### src/rtl/vdd_ctrl_pkg.sv
// Shared types and tap indices for the bang-bang supply regulator.
// Assumes three tap flags ordered critical, ripple, high.
package vdd_ctrl_pkg;
    localparam int NUM_TAPS   = 3;
    localparam int TAP_CRIT   = 0;
    localparam int TAP_RIPPLE = 1;
    localparam int TAP_HIGH   = 2;

    typedef enum logic [1:0] {
        SW_IDLE      = 2'd0,
        SW_CHARGE    = 2'd1,
        SW_DISCHARGE = 2'd2
    } sw_state_t;
endpackage

### src/rtl/vdd_clk_div.sv
// Halves the external clock into a 50% duty test phase.
// eval_o marks the edge that ends the high half, where taps are judged.
// Assumes a synchronous active-low reset that parks the phase low.
module vdd_clk_div (
    input  logic clk,
    input  logic rst_n,
    output logic phase_o,
    output logic eval_o
);
    logic phase_q;

    // Toggle the phase on every edge out of reset.
    always_ff @(posedge clk) begin
        if (!rst_n) phase_q <= 1'b0;
        else        phase_q <= ~phase_q;
    end

    assign phase_o = phase_q;
    assign eval_o  = rst_n & phase_q;

    // the phase flips on every edge out of reset
    p_toggle_r1: assert property (@(posedge clk) disable iff (!rst_n)
        rst_n |=> (phase_q != $past(phase_q)));
endmodule

### src/rtl/vdd_tap_sync.sv
// Multi-stage synchroniser for the asynchronous tap flags.
// Reset presets every stage to 1, the "edge missed" reading,
// so the first decision after reset errs toward charging.
module vdd_tap_sync #(
    parameter int WIDTH  = 3,
    parameter int STAGES = 2
) (
    input  logic             clk,
    input  logic             rst_n,
    input  logic [WIDTH-1:0] raw_i,
    output logic [WIDTH-1:0] sync_o
);
    logic [STAGES-1:0][WIDTH-1:0] stage_q;

    genvar s;
    generate
        for (s = 0; s < STAGES; s++) begin : g_stage
            if (s == 0) begin : g_first
                // Capture the raw flags.
                always_ff @(posedge clk) begin
                    if (!rst_n) stage_q[s] <= '1;
                    else        stage_q[s] <= raw_i;
                end
            end else begin : g_next
                // Pass the flags one stage along.
                always_ff @(posedge clk) begin
                    if (!rst_n) stage_q[s] <= '1;
                    else        stage_q[s] <= stage_q[s-1];
                end
            end
        end
    endgenerate

    assign sync_o = stage_q[STAGES-1];
endmodule

### src/rtl/vdd_switch_fsm.sv
// Hysteretic switch controller. At each evaluation edge it picks
// charge, discharge or idle from the synchronised flags and the state
// it drove before. Between evaluations the state holds.
// Assumes flags use 1 = edge missed the tap.
module vdd_switch_fsm
    import vdd_ctrl_pkg::*;
(
    input  logic clk,
    input  logic rst_n,
    input  logic eval_i,
    input  logic crit_i,
    input  logic ripple_i,
    input  logic high_i,
    output logic charge_o,
    output logic discharge_o
);
    sw_state_t state_q, state_d;

    // Choose the next switch state at an evaluation edge.
    always_comb begin
        state_d = state_q;
        if (eval_i) begin
            if (crit_i && !high_i)  state_d = SW_IDLE;
            else if (crit_i)        state_d = SW_CHARGE;
            else if (!high_i)       state_d = SW_DISCHARGE;
            else begin
                case (state_q)
                    SW_CHARGE:    state_d = ripple_i ? SW_CHARGE : SW_IDLE;
                    SW_DISCHARGE: state_d = ripple_i ? SW_IDLE : SW_DISCHARGE;
                    default:      state_d = SW_IDLE;
                endcase
            end
        end
    end

    // Hold the switch state between evaluations.
    always_ff @(posedge clk) begin
        if (!rst_n) state_q <= SW_IDLE;
        else        state_q <= state_d;
    end

    assign charge_o    = (state_q == SW_CHARGE);
    assign discharge_o = (state_q == SW_DISCHARGE);

    // the state moves only at an evaluation edge
    p_hold_r2: assert property (@(posedge clk) disable iff (!rst_n)
        !eval_i |=> $stable(state_q));
    // a low supply reading closes charge
    p_charge_r3: assert property (@(posedge clk) disable iff (!rst_n)
        (eval_i && crit_i && high_i) |=> (charge_o && !discharge_o));
    // a high supply reading closes discharge
    p_dis_r5: assert property (@(posedge clk) disable iff (!rst_n)
        (eval_i && !crit_i && !high_i) |=> (discharge_o && !charge_o));
    // a contradictory reading opens both switches
    p_illegal_r8: assert property (@(posedge clk) disable iff (!rst_n)
        (eval_i && crit_i && !high_i) |=> (!charge_o && !discharge_o));
endmodule

### src/rtl/vdd_ready_track.sv
// Tracks whether the supply is high enough to run the load.
// Sets ready after an evaluation with the critical tap reached, and
// clears it on any cycle the synchronised critical flag shows a miss.
module vdd_ready_track (
    input  logic clk,
    input  logic rst_n,
    input  logic eval_i,
    input  logic crit_i,
    output logic ready_o
);
    logic ready_q;

    // Clear on a miss at once; set only at the end of a passing window.
    always_ff @(posedge clk) begin
        if (!rst_n)            ready_q <= 1'b0;
        else if (crit_i)       ready_q <= 1'b0;
        else if (eval_i)       ready_q <= 1'b1;
    end

    assign ready_o = ready_q;

    // a synchronised critical miss drops ready on the next cycle
    p_ready_clr_r10: assert property (@(posedge clk) disable iff (!rst_n)
        crit_i |=> !ready_q);
    // a passing evaluation raises ready
    p_ready_set_r10: assert property (@(posedge clk) disable iff (!rst_n)
        (eval_i && !crit_i) |=> ready_q);
endmodule

### src/rtl/vdd_bangbang_ctrl.sv
// Top of the bang-bang supply regulator: clock divider, tap
// synchroniser, switch controller and ready tracker. The system clock
// is the test phase gated by ready.
// Assumes the delay line is driven from test_clk_o.
module vdd_bangbang_ctrl
    import vdd_ctrl_pkg::*;
#(
    parameter int SYNC_STAGES = 2
) (
    input  logic clk_ext,
    input  logic rst_n,
    input  logic tap_crit_i,
    input  logic tap_ripple_i,
    input  logic tap_high_i,
    output logic test_clk_o,
    output logic sys_clk_o,
    output logic charge_o,
    output logic discharge_o,
    output logic outsw_o,
    output logic ready_o
);
    logic                phase;
    logic                eval;
    logic [NUM_TAPS-1:0] raw_taps;
    logic [NUM_TAPS-1:0] sync_taps;
    logic                chg;
    logic                dis;
    logic                rdy;

    assign raw_taps[TAP_CRIT]   = tap_crit_i;
    assign raw_taps[TAP_RIPPLE] = tap_ripple_i;
    assign raw_taps[TAP_HIGH]   = tap_high_i;

    vdd_clk_div u_div (
        .clk     (clk_ext),
        .rst_n   (rst_n),
        .phase_o (phase),
        .eval_o  (eval)
    );

    vdd_tap_sync #(
        .WIDTH  (NUM_TAPS),
        .STAGES (SYNC_STAGES)
    ) u_sync (
        .clk    (clk_ext),
        .rst_n  (rst_n),
        .raw_i  (raw_taps),
        .sync_o (sync_taps)
    );

    vdd_switch_fsm u_fsm (
        .clk         (clk_ext),
        .rst_n       (rst_n),
        .eval_i      (eval),
        .crit_i      (sync_taps[TAP_CRIT]),
        .ripple_i    (sync_taps[TAP_RIPPLE]),
        .high_i      (sync_taps[TAP_HIGH]),
        .charge_o    (chg),
        .discharge_o (dis)
    );

    vdd_ready_track u_rdy (
        .clk     (clk_ext),
        .rst_n   (rst_n),
        .eval_i  (eval),
        .crit_i  (sync_taps[TAP_CRIT]),
        .ready_o (rdy)
    );

    assign test_clk_o  = phase;
    assign sys_clk_o   = phase & rdy;
    assign charge_o    = chg;
    assign discharge_o = dis;
    assign outsw_o     = chg | dis;
    assign ready_o     = rdy;

    // charge and discharge are never closed together
    p_excl_r8: assert property (@(posedge clk_ext) disable iff (!rst_n)
        !(charge_o && discharge_o));
    // the gated clock runs after a passing evaluation
    p_gate_r11: assert property (@(posedge clk_ext) disable iff (!rst_n)
        (eval && !sync_taps[TAP_CRIT]) |=> ##1 (sys_clk_o || sync_taps[TAP_CRIT] || !rst_n));
endmodule

### config.mk
export PLATFORM = sky130hd
export DESIGN_NAME = vdd_bangbang_ctrl
export DESIGN_NICKNAME = d
export VERILOG_FILES = /design/src/rtl/vdd_ctrl_pkg.sv /design/src/rtl/vdd_clk_div.sv /design/src/rtl/vdd_tap_sync.sv /design/src/rtl/vdd_switch_fsm.sv /design/src/rtl/vdd_ready_track.sv /design/src/rtl/vdd_bangbang_ctrl.sv
export SDC_FILE = /design/constraint.sdc
export NUM_CORES = 1
export LEC_CHECK = 0
export ABC_AREA = 0
export BUFFER_PORTS_ARGS = -buffer_cell sky130_fd_sc_hd__buf_4
export CAP_MARGIN = 10
export CORE_AREA = 2 2 39 41
export DETAILED_ROUTE_END_ITERATION = 16
export DIE_AREA = 0 0 41 43
export PLACE_DENSITY_LB_ADDON = 0.1
export SLEW_MARGIN = 15
export SYNTH_ARGS = -nofsm -noshare
export SYNTH_HDL_FRONTEND = slang
export SYNTH_SLANG_ARGS = --single-unit
export TNS_END_PERCENT = 100
### constraint.sdc
create_clock -name clk_ext -period 1.69 [get_ports clk_ext]
set_input_delay 0.169 -clock clk_ext [delete_from_list [all_inputs] [get_ports clk_ext]]
set_output_delay 0.169 -clock clk_ext [all_outputs]
set_load 0.02 [all_outputs]
==> impl_metrics.yaml <==
placed_design:
  io_buffers: 10
  routabilityCongestion: 0.613
  dp_hpwl_um: 450
  dpl-instance-area_sq_um: 460
  dp.cells: 60
sta:
  clock.fmax_ghz: 0.762
  hold_viol: 0
  setup_violations: 0
  tns_ps: 0
  tightest_slew_ps: 253
  max_slew_margin_pct: 83.1
  period_needed_ps: 1310
  slew_viol_final: 0
  fin_skew_ps: 2.76
  rsz0062_at_grt: "false"
  finalCritPeriodShare_pct: 77.6
detailed_routing:
  dr.first_iter.drc_count: 0
  antenna_left: 0
  drc_errors: 0
  vias: 274
  via_per_inst: 4.35
  wire_per_inst_um: 9.22
  drt_pass1_iterations: 1
  wirelength_um: 581
power_and_ir_drop:
  powerDensity_mw_per_mm2: 925
  p_leak_nw: 0.210
  ir_worst_vdd_uv: 285
logic_synthesis:
  syn_area_sq_um: 370
  synthFlopType: "dfxtp_1"
  yosysUniqueCellTypes: 17
  postSynthAreaPerCell_sq_um: 10.6
  ys_top_cells_by_area: "dfxtp_1, nand2b_1, ha_1"
  netlist_instances: 35
  synth_top_area_share_pct: 54.1
  yosysTopAreaCell: "dfxtp_1"
  synth-seq-cells: 10
  yosysSeqAreaShare_pct: 54.1
  synth_edf_count: 0
  syn-num-nets: 42
  ys_async_sr_fraction_pct: 0
  yosys_warnings: 0
  yosysMostFrequentCell: "dfxtp_1"
  synth_common_cells: "dfxtp_1, nand2b_1, inv_1"
floorplanning:
  die_area_sq_mm: 0.00176
  num_rows: 14
  design.portCount: 11
  die_w_um: 41
  die_h_um: 43
  core-area_sq_mm: 0.00138
  initial_core_util_pct: 26.8
critical_path:
  r2r-start: "u_fsm.state_q[0]"
  arrival_ps: 1140
  crit_path_end: "outsw_o"
  end_kind: "primary output"
  startpoint_type: "flip-flop"
  critical_path_class: "flip-flop to primary output"
  worst_r2r_endpoint: "u_fsm.state_q[1]"
  reg2regPathDepth: 4
  cp.required_ps: 1520
  regToRegSetupSlack_ps: 390
  worstSetupStartpoint: "u_fsm.state_q[0]"
  critPathMaxFanout: 3
global_routing:
  overflow: 0
  grt_pass1_wl_um: 1030
  grt_max_degree: 14
  grt_util_all_layers_pct: 9.38
  antenna_found_initial: 0
  grt_pass1_vias: 241
cts:
  postCtsSetupRepairBufs: 0
  postCtsHoldBufs: 0
  clock-root-buffer: "clkbuf_4"
  clkTransAtPathRegs_ps: 60
  cts_resized: 0
  cts_buffers: 3
  htreeDepth: 1
  clockBufferDepth: 2
  clk-insertion-delay-late_ps: 250
  clock_sinks: 10
  cts_tree: "yes"
cells_and_area:
  antennaDiodeCount: 0
  fin_area_sq_um: 483
  layout.cells.non_filler: 63
  syn2layout_area_growth_pct: 30.4
  fin_nets: 56
  nFillCells: 147
  drive_gt1_share_pct: 29.8
outcome:
  status: "complete, no violations"
job:
  drv_cap: 0
hold_path:
  hold_class: "primary input to flip-flop"
## state kept, by name, summed over array words and instances, names as in the netlist
name,flops
u_sync.stage_q,3
u_sync.sync_o,3
u_fsm.state_q,2
u_div.phase_o,1
u_rdy.ready_o,1
## logic make-up (layout without fill, tap and decap cells)
group / Yosys count / after routing / share of synthesized area (%)
simple gates: 16 / 16 / 28.4
compound gates: 3 / 3 / 6.42
buf+inv: 4 / 16 / 4.39
fa+ha+maj: 2 / 2 / 6.76
flops: 10 / 10 / 54.1
## how the worst min path moves through the flow
stage / depth (start not counted) / start / end
final: 2 / tap_ripple_i / u_sync.stage_q[1]
after global routing: 2 / tap_ripple_i / u_sync.stage_q[1]
after CTS: 2 / tap_ripple_i / u_sync.stage_q[1]
after detailed placement: 2 / tap_ripple_i / u_sync.stage_q[1]
after global placement: 2 / tap_ripple_i / u_sync.stage_q[1]
after floorplan: 1 / rst_n / u_sync.stage_q[0]
## cell type report
class                   count  area [sq um]  share of cell area, %
flip-flops and latches     10           200                   41.5
multi-input cells          21           154                   31.9
repair buffers             10          75.1                   15.5
clock buffers               3          22.5                   4.66
well taps                  16          20.0                   4.15
inverters                   3          11.3                   2.33
## through the flow
stage	hold slack [ps]	total power [mW]	setup WS (ps)	util, %
floorplan	242	0.285	461	-
global placement	353	0.304	429	33.3
detailed placement	357	0.306	396	33.3
CTS	83.8	0.461	356	34.9
global route	87.9	0.480	293	34.9
finish	97.1	0.447	378	34.9
## critical path: stages (launching register included)
cell and delay [ps]:
dfxtp_1 350, inv_1 50, ha_1 300, inv_1 60, buf_4 130
## placed cells by master (no fill, tap or decap)
cell type	count
a21oi_1	1
and2_1	1
buf_4	10
clkbuf_4	3
dfxtp_1	10
ha_1	2
inv_1	3
nand2_1	1
nand2b_1	6
nand3_1	1
nand3b_1	2
nand4bb_1	1
nor2_1	1
nor2b_1	1
nor3b_1	1
o211ai_2	1
o22ai_1	1
or3b_1	1
## power breakdown
group / internal (mW) / switching (mW)
clock: 0.0813 / 0.0657
sequential: 0.247 / 0.00740
combinational: 0.0239 / 0.0215
total: 0.352 / 0.0946
## layer usage
layer	wire [um]	vias up	share of wire [%]	global-route usage, %
li1	-	143	-	-
met1	222	123	38	9.48
met2	326	6	56	13.4
met3	26	2	4.5	4.71
met4	5	0	0.86	8.00
met5	0	-	0	0
(Power assumes the default switching activity.)
